### src/rtl/ovl_pkg.sv
package ovl_pkg;
   localparam int GRID_COLS  = 24;
   localparam int GRID_ROWS  = 12;
   localparam int GLYPH_W    = 12;
   localparam int GLYPH_H    = 18;
   localparam int POS_W      = 6;
   localparam int WORD_W     = 9;
   localparam logic [7:0] CODE_CLEAR = 8'h81;

   function automatic logic [1:0] mag_factor(input logic [1:0] sel);
      case (sel)
         2'b00:   return 2'd1;
         2'b01:   return 2'd2;
         default: return 2'd3;
      endcase
   endfunction
endpackage

### src/rtl/ovl_vscan.sv
module ovl_vscan #(
   parameter int ROWS   = 12,
   parameter int CELL_H = 18,
   parameter int VCNT_W = 10,
   parameter int ROW_W  = 4,
   parameter int FROW_W = 5
) (
   input  logic              clk,
   input  logic              rst_n,
   input  logic              hsync,
   input  logic              vsync,
   input  logic [VCNT_W-1:0] vy0,
   input  logic [1:0]        vfac,
   output logic              v_act,
   output logic [ROW_W-1:0]  trow,
   output logic [FROW_W-1:0] frow
);
   if (ROWS < 1 || CELL_H < 2 || (1 << ROW_W) < ROWS || (1 << FROW_W) < CELL_H) begin : g_bad_geom
      $error("ovl_vscan: geometry does not fit counter widths");
   end

   logic [VCNT_W-1:0] vcnt;
   logic [VCNT_W-1:0] vnext;
   logic [1:0]        vrep;

   assign vnext = (vcnt == '1) ? vcnt : vcnt + VCNT_W'(1);

   always_ff @(posedge clk or negedge rst_n) begin
      if (!rst_n) begin
         vcnt  <= '0;
         v_act <= 1'b0;
         trow  <= '0;
         frow  <= '0;
         vrep  <= '0;
      end else if (vsync) begin
         vcnt  <= '0;
         v_act <= 1'b0;
         trow  <= '0;
         frow  <= '0;
         vrep  <= '0;
      end else if (hsync) begin
         vcnt <= vnext;
         if (vnext == vy0) begin
            v_act <= 1'b1;
            trow  <= '0;
            frow  <= '0;
            vrep  <= '0;
         end else if (v_act) begin
            if (vrep == vfac - 2'd1) begin
               vrep <= '0;
               if (frow == FROW_W'(CELL_H - 1)) begin
                  frow <= '0;
                  if (trow == ROW_W'(ROWS - 1)) v_act <= 1'b0;
                  else                          trow  <= trow + ROW_W'(1);
               end else begin
                  frow <= frow + FROW_W'(1);
               end
            end else begin
               vrep <= vrep + 2'd1;
            end
         end
      end
   end

   // a field start ends any text area
   p_vsync_clear_r10: assert property (@(posedge clk) disable iff (!rst_n)
      vsync |=> !v_act);
   // row trackers stay inside the grid
   p_row_bound_r2: assert property (@(posedge clk) disable iff (!rst_n)
      (trow < ROW_W'(ROWS)) && (frow < FROW_W'(CELL_H)));
   // scan position moves only on line boundaries
   p_line_step_r4: assert property (@(posedge clk) disable iff (!rst_n)
      (!hsync && !vsync) |=> ($stable(trow) && $stable(frow)));
endmodule

### src/rtl/ovl_hscan.sv
module ovl_hscan #(
   parameter int COLS   = 24,
   parameter int CELL_W = 12,
   parameter int HCNT_W = 12,
   parameter int WORD_W = 9,
   parameter int COL_W  = 5,
   parameter int DOT_W  = 4
) (
   input  logic              clk,
   input  logic              rst_n,
   input  logic              hsync,
   input  logic              v_act,
   input  logic [HCNT_W-1:0] hx0,
   input  logic [1:0]        hfac,
   input  logic [CELL_W-1:0] font_bits,
   input  logic [WORD_W-1:0] cell_word,
   output logic [COL_W-1:0]  col,
   output logic              act,
   output logic              dot_bit,
   output logic [WORD_W-1:0] word_q
);
   if (COLS < 1 || CELL_W < 2 || (1 << COL_W) <= COLS || (1 << DOT_W) < CELL_W) begin : g_bad_geom
      $error("ovl_hscan: geometry does not fit counter widths");
   end

   logic [HCNT_W-1:0] hcnt;
   logic [CELL_W-1:0] shift_q;
   logic [DOT_W-1:0]  dot;
   logic [1:0]        rep;
   logic              last_dot;
   logic              first_load;
   logic              next_load;

   assign last_dot   = (dot == DOT_W'(CELL_W - 1)) && (rep == hfac - 2'd1);
   assign first_load = v_act && !act && (hcnt == hx0 - HCNT_W'(1));
   assign next_load  = act && last_dot && (col != COL_W'(COLS));
   assign dot_bit    = shift_q[CELL_W-1];

   always_ff @(posedge clk or negedge rst_n) begin
      if (!rst_n)               hcnt <= '0;
      else if (hsync)           hcnt <= '0;
      else if (hcnt != '1)      hcnt <= hcnt + HCNT_W'(1);
   end

   always_ff @(posedge clk or negedge rst_n) begin
      if (!rst_n) begin
         act     <= 1'b0;
         col     <= '0;
         dot     <= '0;
         rep     <= '0;
         shift_q <= '0;
         word_q  <= '0;
      end else if (hsync) begin
         act <= 1'b0;
         col <= '0;
         dot <= '0;
         rep <= '0;
      end else if (first_load || next_load) begin
         shift_q <= font_bits;
         word_q  <= cell_word;
         col     <= col + COL_W'(1);
         act     <= 1'b1;
         dot     <= '0;
         rep     <= '0;
      end else if (act) begin
         if (last_dot) begin
            act <= 1'b0;
         end else if (rep == hfac - 2'd1) begin
            rep     <= '0;
            dot     <= dot + DOT_W'(1);
            shift_q <= {shift_q[CELL_W-2:0], 1'b0};
         end else begin
            rep <= rep + 2'd1;
         end
      end
   end

   // the area opens exactly one clock after the pre-start count
   p_start_pos_r3: assert property (@(posedge clk) disable iff (!rst_n)
      $rose(act) |-> ($past(hcnt) == hx0 - HCNT_W'(1)));
   // fetch column never runs past the grid
   p_col_bound_r2: assert property (@(posedge clk) disable iff (!rst_n)
      col <= COL_W'(COLS));
   // dot repeat stays below the horizontal factor
   p_rep_bound_r4: assert property (@(posedge clk) disable iff (!rst_n)
      act |-> (rep < hfac));
   // a line start closes the area
   p_hsync_clear_r10: assert property (@(posedge clk) disable iff (!rst_n)
      hsync |=> !act);
endmodule

### src/rtl/ovl_blink.sv
module ovl_blink #(
   parameter int SLOW = 30,
   parameter int FAST = 15,
   parameter int CW   = $clog2(SLOW + 1)
) (
   input  logic clk,
   input  logic rst_n,
   input  logic vsync,
   input  logic slow,
   output logic phase
);
   if (FAST < 1 || SLOW < FAST) begin : g_bad_period
      $error("ovl_blink: periods must satisfy 1 <= FAST <= SLOW");
   end

   logic [CW-1:0] cnt;
   logic [CW-1:0] lim;

   assign lim = slow ? CW'(SLOW) : CW'(FAST);

   always_ff @(posedge clk or negedge rst_n) begin
      if (!rst_n) begin
         cnt   <= '0;
         phase <= 1'b0;
      end else if (vsync) begin
         if (cnt >= lim - CW'(1)) begin
            cnt   <= '0;
            phase <= ~phase;
         end else begin
            cnt <= cnt + CW'(1);
         end
      end
   end

   // phase changes only on a field pulse
   p_phase_hold_r7: assert property (@(posedge clk) disable iff (!rst_n)
      !vsync |=> $stable(phase));
   // field counter stays inside the longest period
   p_cnt_bound_r7: assert property (@(posedge clk) disable iff (!rst_n)
      cnt < CW'(SLOW));
endmodule

### src/rtl/txt_overlay.sv
module txt_overlay
   import ovl_pkg::*;
#(
   parameter int COLS       = GRID_COLS,
   parameter int ROWS       = GRID_ROWS,
   parameter int CELL_W     = GLYPH_W,
   parameter int CELL_H     = GLYPH_H,
   parameter int H_STEP     = 4,
   parameter int V_STEP     = 2,
   parameter int H_LEAD     = 8,
   parameter int V_LEAD     = 4,
   parameter int HCNT_W     = 12,
   parameter int VCNT_W     = 10,
   parameter int NBANDS     = 3,
   parameter int BLINK_SLOW = 30,
   parameter int BLINK_FAST = 15
) (
   input  logic        clk,
   input  logic        rst_n,
   input  logic        hsync,
   input  logic        vsync,
   input  logic [5:0]  h_start,
   input  logic [5:0]  v_start,
   input  logic [1:0]  h_mag,
   input  logic [1:0]  v_mag,
   input  logic        blink_slow,
   input  logic        blank_en,
   input  logic [11:0] band_rows,
   input  logic [2:0]  band_en,
   output logic [8:0]  cell_addr,
   input  logic [8:0]  cell_word,
   output logic [6:0]  font_code,
   output logic [4:0]  font_row,
   input  logic [11:0] font_bits,
   output logic        px_char,
   output logic        px_blank,
   output logic        px_band
);
   localparam int ADDR_W = $clog2(COLS * ROWS);
   localparam int ROW_W  = $clog2(ROWS);
   localparam int FROW_W = $clog2(CELL_H);
   localparam int COL_W  = $clog2(COLS + 1);
   localparam int DOT_W  = $clog2(CELL_W);
   localparam int H_SPAN = H_LEAD + ((1 << POS_W) - 1) * H_STEP + COLS * CELL_W * 3;
   localparam int V_SPAN = V_LEAD + ((1 << POS_W) - 1) * V_STEP + ROWS * CELL_H * 3;

   if (H_LEAD < 1 || V_LEAD < 1) begin : g_bad_lead
      $error("txt_overlay: lead offsets must be at least 1");
   end
   if (H_SPAN >= (1 << HCNT_W) || V_SPAN >= (1 << VCNT_W)) begin : g_bad_span
      $error("txt_overlay: position counters too narrow");
   end
   if (ADDR_W != 9 || ROW_W != 4 || FROW_W != 5 || CELL_W != 12 || NBANDS != 3) begin : g_bad_ports
      $error("txt_overlay: port widths assume the default grid");
   end

   logic [HCNT_W-1:0] hx0;
   logic [VCNT_W-1:0] vy0;
   logic [1:0]        hfac, vfac;
   logic              v_act, h_act, act;
   logic [ROW_W-1:0]  trow;
   logic [FROW_W-1:0] frow;
   logic [COL_W-1:0]  col;
   logic              dot_bit;
   logic [WORD_W-1:0] word_q;
   logic              phase;
   logic [NBANDS-1:0] band_hit;
   logic              is_glyph, is_clear, hidden;

   assign hx0  = HCNT_W'(H_LEAD) + HCNT_W'(h_start) * HCNT_W'(H_STEP);
   assign vy0  = VCNT_W'(V_LEAD) + VCNT_W'(v_start) * VCNT_W'(V_STEP);
   assign hfac = mag_factor(h_mag);
   assign vfac = mag_factor(v_mag);

   ovl_vscan #(.ROWS(ROWS), .CELL_H(CELL_H), .VCNT_W(VCNT_W), .ROW_W(ROW_W), .FROW_W(FROW_W)) u_vscan (
      .clk(clk), .rst_n(rst_n), .hsync(hsync), .vsync(vsync), .vy0(vy0), .vfac(vfac),
      .v_act(v_act), .trow(trow), .frow(frow)
   );

   ovl_hscan #(.COLS(COLS), .CELL_W(CELL_W), .HCNT_W(HCNT_W), .WORD_W(WORD_W),
               .COL_W(COL_W), .DOT_W(DOT_W)) u_hscan (
      .clk(clk), .rst_n(rst_n), .hsync(hsync), .v_act(v_act), .hx0(hx0), .hfac(hfac),
      .font_bits(font_bits), .cell_word(cell_word),
      .col(col), .act(h_act), .dot_bit(dot_bit), .word_q(word_q)
   );

   ovl_blink #(.SLOW(BLINK_SLOW), .FAST(BLINK_FAST)) u_blink (
      .clk(clk), .rst_n(rst_n), .vsync(vsync), .slow(blink_slow), .phase(phase)
   );

   assign cell_addr = ADDR_W'(trow) * ADDR_W'(COLS) + ADDR_W'(col);
   assign font_code = cell_word[6:0];
   assign font_row  = frow;

   for (genvar k = 0; k < NBANDS; k++) begin : g_band
      assign band_hit[k] = band_en[k] && (band_rows[4*k +: 4] == 4'(trow));
   end

   assign act      = h_act && v_act;
   assign is_glyph = !word_q[7];
   assign is_clear = (word_q[7:0] == CODE_CLEAR);
   assign hidden   = word_q[8] && phase;

   assign px_char  = act && is_glyph && dot_bit && !hidden;
   assign px_blank = act && blank_en && !is_clear && !hidden;
   assign px_band  = act && (|band_hit) && !is_clear;

   // a transparent cell leaves every output low
   p_clear_silent_r6: assert property (@(posedge clk) disable iff (!rst_n)
      (h_act && word_q[7:0] == 8'h81) |-> !(px_char || px_blank || px_band));
   // a blinking cell in its off phase shows nothing of its own
   p_blink_hide_r7: assert property (@(posedge clk) disable iff (!rst_n)
      (h_act && word_q[8] && phase) |-> !(px_char || px_blank));
   // no overlay outside the scanned area
   p_quiet_outside_r10: assert property (@(posedge clk) disable iff (!rst_n)
      !h_act |-> !(px_char || px_blank || px_band));
endmodule

### config.mk
export PLATFORM = sky130hd
export DESIGN_NAME = txt_overlay
export DESIGN_NICKNAME = d
export VERILOG_FILES = /design/src/rtl/ovl_pkg.sv /design/src/rtl/ovl_vscan.sv /design/src/rtl/ovl_hscan.sv /design/src/rtl/ovl_blink.sv /design/src/rtl/txt_overlay.sv
export SDC_FILE = /design/constraint.sdc
export NUM_CORES = 1
export LEC_CHECK = 0
export BUFFER_PORTS_ARGS = -buffer_cell sky130_fd_sc_hd__clkbuf_2
export CAP_MARGIN = 20
export CELL_PAD_IN_SITES_DETAIL_PLACEMENT = 0
export CELL_PAD_IN_SITES_GLOBAL_PLACEMENT = 1
export CORE_MARGIN = 2
export CORE_UTILIZATION = 39
export DETAILED_ROUTE_END_ITERATION = 10
export PLACE_DENSITY = 0.76
export SLEW_MARGIN = 30
export SYNTH_ARGS = -nofsm -noshare
export SYNTH_HDL_FRONTEND = slang
export SYNTH_SLANG_ARGS = --single-unit
### constraint.sdc
create_clock -name clk -period 2.7 [get_ports clk]
set_input_delay 0.54 -clock clk [delete_from_list [all_inputs] [get_ports clk]]
set_output_delay 0.54 -clock clk [all_outputs]
set_load 0.01 [all_outputs]
Word level (Yosys, flattened, before mapping). Index checks and enable logic that the tools add are counted.

Add/sub/neg operators: 16. Multiply operators: 1. Order comparisons: 1. Equal/unequal tests: 19. Muxes and demuxes: 54. Bitwise logic cells: 2. Reduce and logical (&&, ||, !) cells: 44.

Operator list (count): 12-bit two-way mux (6); 5-bit two-way mux (10); 4-bit two-way mux (12); 10-bit two-way mux (3); 2-bit two-way mux (10); 1-bit logical AND (18); 5-bit by 1-bit adder with 5-bit output, second input constant (3); 3-bit nonzero test (5); 12-bit by 1-bit adder with 12-bit output, second input constant (1); 12-bit == test (1); 4-bit == test (3); 12-bit inequality test, second input constant (1); 1-bit two-way mux (11); 10-bit by 1-bit adder with 10-bit output, second input constant (1); 10-bit == test, second input constant (1); 10-bit by 8-bit == test with 1-bit output (1); 2-bit nonzero test (5); 9-bit by 1-bit subtractor with 10-bit output, second input constant (1); 4-bit by 8-bit adder with 9-bit output, first input constant (1); 9-bit by 5-bit adder with 9-bit output (1); 3-bit by 7-bit adder with 8-bit output, first input constant (1); 4-bit by 1-bit adder with 4-bit output, second input constant (2); 4-bit == test, second input constant (2); 8-bit == test, second input constant (1); 22 further kinds (36).

Bits in registers: 73. Bits of input ports: 58. Output and inout port bits: 24.

Depth between registers and ports, before layout.
Depth in word-level cells: 10. Gate-level depth with buffers: 10. Depth with buffers taken out: 9.

Modules after synthesis. From an unflattened synthesis, not the netlist that was laid out.

Cells, all modules: 649. Area total of the unflattened synthesis: 5739.3 um2.

Modules (own cells, without submodules): ovl_hscan (times used 1, cells each 299, area an instance 2821.5 um2, sequential area each 1126.1 um2); ovl_vscan (times used 1, cells each 224, area an instance 1873.0 um2, sequential area each 550.5 um2); txt_overlay (times used 1, cells each 90, area an instance 665.6 um2, sequential area each 0.0 um2); ovl_blink (times used 1, cells each 36, area an instance 379.1 um2, sequential area each 150.1 um2).

Least setup slack after synthesis. OpenSTA, ideal clock, no wires.

Path kind: input to register. Start point: in v_start[1]. End point: reg u_vscan.trow[3]. Library setup time: 126 ps. Data arrival time: 2630 ps. Setup slack: -56 ps. Stages on the path: 8. Path buffers: 0. Cells stage by stage: ha_1 -> nor2b_1 -> a2111oi_2 -> or4b_4 -> a2bb2oi_4 -> nand3_4 -> and4b_1 -> a221o_1.

Word-level cells in the longest chain between the ends: 5.

Ends and longest elaborated chain: start: declaration (line txt_overlay.sv:23) `input logic [5:0] v_start,`; 3-bit by 7-bit adder with 8-bit output (*) (line txt_overlay.sv:71) `assign vy0 = VCNT_W'(V_LEAD) + VCNT_W'(v_start) * VCNT_W'(V_STEP);`; 10-bit by 8-bit == test with 1-bit output (*) (line ovl_vscan.sv:43) `if (vnext == vy0) begin`; 4-bit two-way mux (line ovl_vscan.sv:43); 4-bit two-way mux (line ovl_vscan.sv:41) `end else if (hsync) begin`; 4-bit two-way mux (line ovl_vscan.sv:35) `end else if (vsync) begin`; end signal: assignment (line ovl_vscan.sv:54) `else trow <= trow + ROW_W'(1);`; end: declaration (line ovl_vscan.sv:15) `output logic [ROW_W-1:0] trow,`.

Mark *: on every way between the ends. The rest lies on a longest branch, timed or not. The select of a mux whose other input is x is not followed. A chain may end at the register's enable or synchronous reset.

Final worst setup path.
Start point: reg u_vscan.trow[1]. End point: out cell_addr[8].

Word-level cells in the longest chain between the ends: 2.

Ends and longest elaborated chain: 4-bit by 2-bit multiplier with 6-bit output (line txt_overlay.sv:91) `assign cell_addr = ADDR_W'(trow) * ADDR_W'(COLS) + ADDR_W'(col);`; 9-bit by 5-bit adder with 9-bit output (line txt_overlay.sv:91); end: declaration (line txt_overlay.sv:30) `output logic [8:0] cell_addr,`.

No other way between the ends.

==> impl_results.md <==
* Outcome: finished, violations left
* Failing checks: setup timing
* Multi-input gate area at around 3000 µm²
* Placed cell areas at between 5000 and 6000 µm²
* CP Class: reg2out
* Mapped Area at a little over 5000 µm²
* Seq/Total Area, Yosys at about 36%
* Worst slack, placed at -268 ps
* H-tree lvl count at 3
* CP Launch Type: flip-flop
* Inserted Clock Buffers at 9
* Antenna viol nets, final at 0
* RSZ-0062 raised after global routing: true
* Final wirelength at approximately 12000 µm
* Min cycle time layout at about 2900 ps
* Area Growth Syn to Fin at 21.5%
* # diodes at 0
* Syn. warnings at 0
* EDFF count, synth at 0
* Number of global-route vias before repair at around 4500
* Syn Inst Count at 558
* Gr usage total at between 10% and 20%
* GRT Residual Overflow at 0
* Worst R2R Setup Slack at approximately 130 ps
* Count of cell types in the netlist at 74
* VDD IR max at 0.246 mV
* Arr. time, crit path at around 2300 ps
* # hold bufs at CTS at 0
* Most area-consuming cells after synthesis: dfrtp_1 (36%), ha_1 (4.7%), xor2_1 (4.1%), nand2_1 (3.5%), xnor2_1 (3.3%)
* Layout cell share with drive strength beyond 1 at between 20% and 30%
* Leak at 2.84 nW
* Clk sinks at between 70 and 80
* Core Region at 12700 µm²
* Clock buffer depth at 2
* Initial Util at between 40% and 50%
* Root buffer cell: clkbuf_16
* First-pass GRT wire length at about 21000 µm
* Design area at slightly above 6000 µm²
* DRT Pass-1 Iters at 4
* Fillers at about 1200
* Fin. max-slew vios at 0
* Register clock-pin slew on the reported worst setup and hold paths at ~60 ps
* Final Hold Slack at around 270 ps
* Area share of the largest cell type after synthesis at 36.0%
* Number of max-cap violations at 0
* Hold crit path type: in2async
* Final worst-path cycle share at 107%
* Clock skew at 6.42 ps
* Worst-skew pair later-pin latency at between 300 and 400 ps
* Row count at a little over 40
* Worst Tran Pin Value at roughly 750 ps
* CP required at about 2200 ps
* Number of DRC markers in iteration 0 at roughly 290
* Setup violators final at 1
* Yosys top cell by area: dfrtp_1
* Die Height at 118 µm
* GP Congestion at just under 0.9
* Fmax at between 300 and 400 MHz
* Die area at 13900 µm²
* Slack of the critical path at -178 ps
* Max FO, Critical Path at 3
* Asr flop ratio synth at 100%
* Nets at between 700 and 800
* Final Hold Viols at 0
* Reg area at between 1500 and 2000 µm²
* I/O pin count at 82
* Vias at roughly 4500
* Worst rel slew slack at about half
* Largest net degree at the start of global routing at 32
* DP HPWL at 9190 µm
* Vias per Instance at about 5.4
* Routed wire per std cell at roughly 15 µm
* I/O Buffers at roughly 80
* Pwr/cell area at between 400 and 500 nW/µm²
* Initial antenna violation count at 0
* Synth Register Bits at 73
* CTS tree: yes
* Crit end category: primary output
* Primary FF master, synth: dfrtp_1
* Syn_area_per_cell at between 9 and 10 µm²
* Syn_nets at roughly 640
* Die X at 118 µm
* DRC at 0
==> worst max-delay path: stages (launching register included) <==
cell and delay (ps):
dfrtp_1 410, ha_2 210, fa_2 590, nand2_2 70, inv_2 80, nand3_2 70
a21o_1 170, a221o_1 280, clkbuf_2 130
==> cell type report <==
| type | count | share of cell area, % |
|---|---|---|
| Inverter | 24 | 1.46 |
| Tap cell | 172 | 3.49 |
| Multi-Input combinational cell | 418 | 48.5 |
| Sequential cell | 73 | 29.7 |
| Clock buffer | 10 | 3.71 |
| Timing Repair Buffer | 124 | 12.1 |
| Clock inverter | 6 | 1.10 |
==> where the power goes <==
| part | switching [mW] | leakage, nW | internal [mW] | total (mW) |
|---|---|---|---|---|
| registers | 0.0572 | 0.988 | 1.15 | 1.21 |
| clock network | 0.458 | 0.139 | 0.718 | 1.18 |
| logic | 0.196 | 1.71 | 0.167 | 0.363 |
==> through the flow <==
stage | utilization (%) | TNS, ps | total power [mW] | std cells
2_1_floorplan | - | -1.14 | 1.44 | 558
3_3_place_gp | 45.6 | -1900 | 1.58 | 806
3_5_place_dp | 45.6 | -3300 | 1.59 | 806
4_1_cts | 48.2 | -188 | 2.78 | 824
5_1_grt | 48.7 | -339 | 2.90 | 827
6_report | 48.7 | -178 | 2.75 | 827
==> final timing paths <==
kind / startpoint / end / depth (start not counted)
worst max-delay path: u_vscan.trow[1] / cell_addr[8] / 8
worst min-delay path: rst_n / u_hscan.hcnt[3] / 1
worst max register to register: u_hscan.hcnt[6] / u_hscan.word_q[3] / 7
worst min register to register: u_blink.cnt[4] / u_blink.cnt[4] / 1
max in group asynchronous: rst_n / u_vscan.vcnt[2] / 2
min in group clk: font_bits[0] / u_hscan.shift_q[0] / 2
==> registers in the layout, summed over array words and instances (netlist names), 4 cells and up <==
name,flops
u_hscan.col,5
u_hscan.shift_q,12
u_hscan.dot,4
u_hscan.hcnt,12
u_hscan.word_q,9
u_vscan.vcnt,10
u_vscan.frow,5
u_blink.cnt,5
u_vscan.trow,4
==> cell families (layout without fill, tap and decap cells) <==
| kind of cell | count (synthesis) | after routing | share of synthesized area, % |
|---|---|---|---|
| AO/OA/AOI/OAI | 131 | 131 | 17.8 |
| XOR/XNOR | 45 | 45 | 8.33 |
| adder cells (fa/ha/maj) | 21 | 21 | 5.47 |
| buffers and inverters | 67 | 164 | 6.21 |
| flip-flops | 73 | 73 | 36.0 |
| multiplexers | 17 | 17 | 3.60 |
| AND/OR/NAND/NOR | 204 | 204 | 22.6 |
==> synthesized netlist by cell type, types with 5 or more instances <==
master and n:
o21ai_0 25, inv_1 23, o22ai_1 13, and4_1 7, nand2b_1 6, a31oi_1 9, xor2_1 24, or3_1 7
clkbuf_1 18, xnor2_1 19, a21oi_1 25, dfrtp_1 73, buf_4 14, buf_2 5, mux2_2 10, mux2i_1 7
ha_1 19, and3_1 13, nor3_1 16, o31ai_1 5, a2bb2oi_1 12, nand4_1 12, nor2_1 29, nand3_1 29
nand2_1 47
==> timing repair <==
item,in CTS,in global routing
pin swaps,5,2
setup endpoints to repair,2,10
setup buffers,2,3
resized for setup,7,9
==> placed cells by master, fill, tap and decap left out, types with 22 or more instances in the layout <==
cell      netlist  final
a21oi_1        25     24
buf_4          14     41
clkbuf_2        1     79
dfrtp_1        73     69
inv_1          23     22
nand2_1        47     46
nand3_1        29     28
nor2_1         29     29
o21ai_0        25     25
xor2_1         24     24
==> per-layer routing <==
layer / vias to the layer above / GRT usage (%) / share of wire (%)
li1: 2220 / - / -
met1: 2158 / 24.6 / 47
met2: 85 / 29.6 / 48
met3: 10 / 3.44 / 3.3
met4: 0 / 6.17 / 1.1
met5: - / 0 / 0
(Power assumes the default switching activity.)
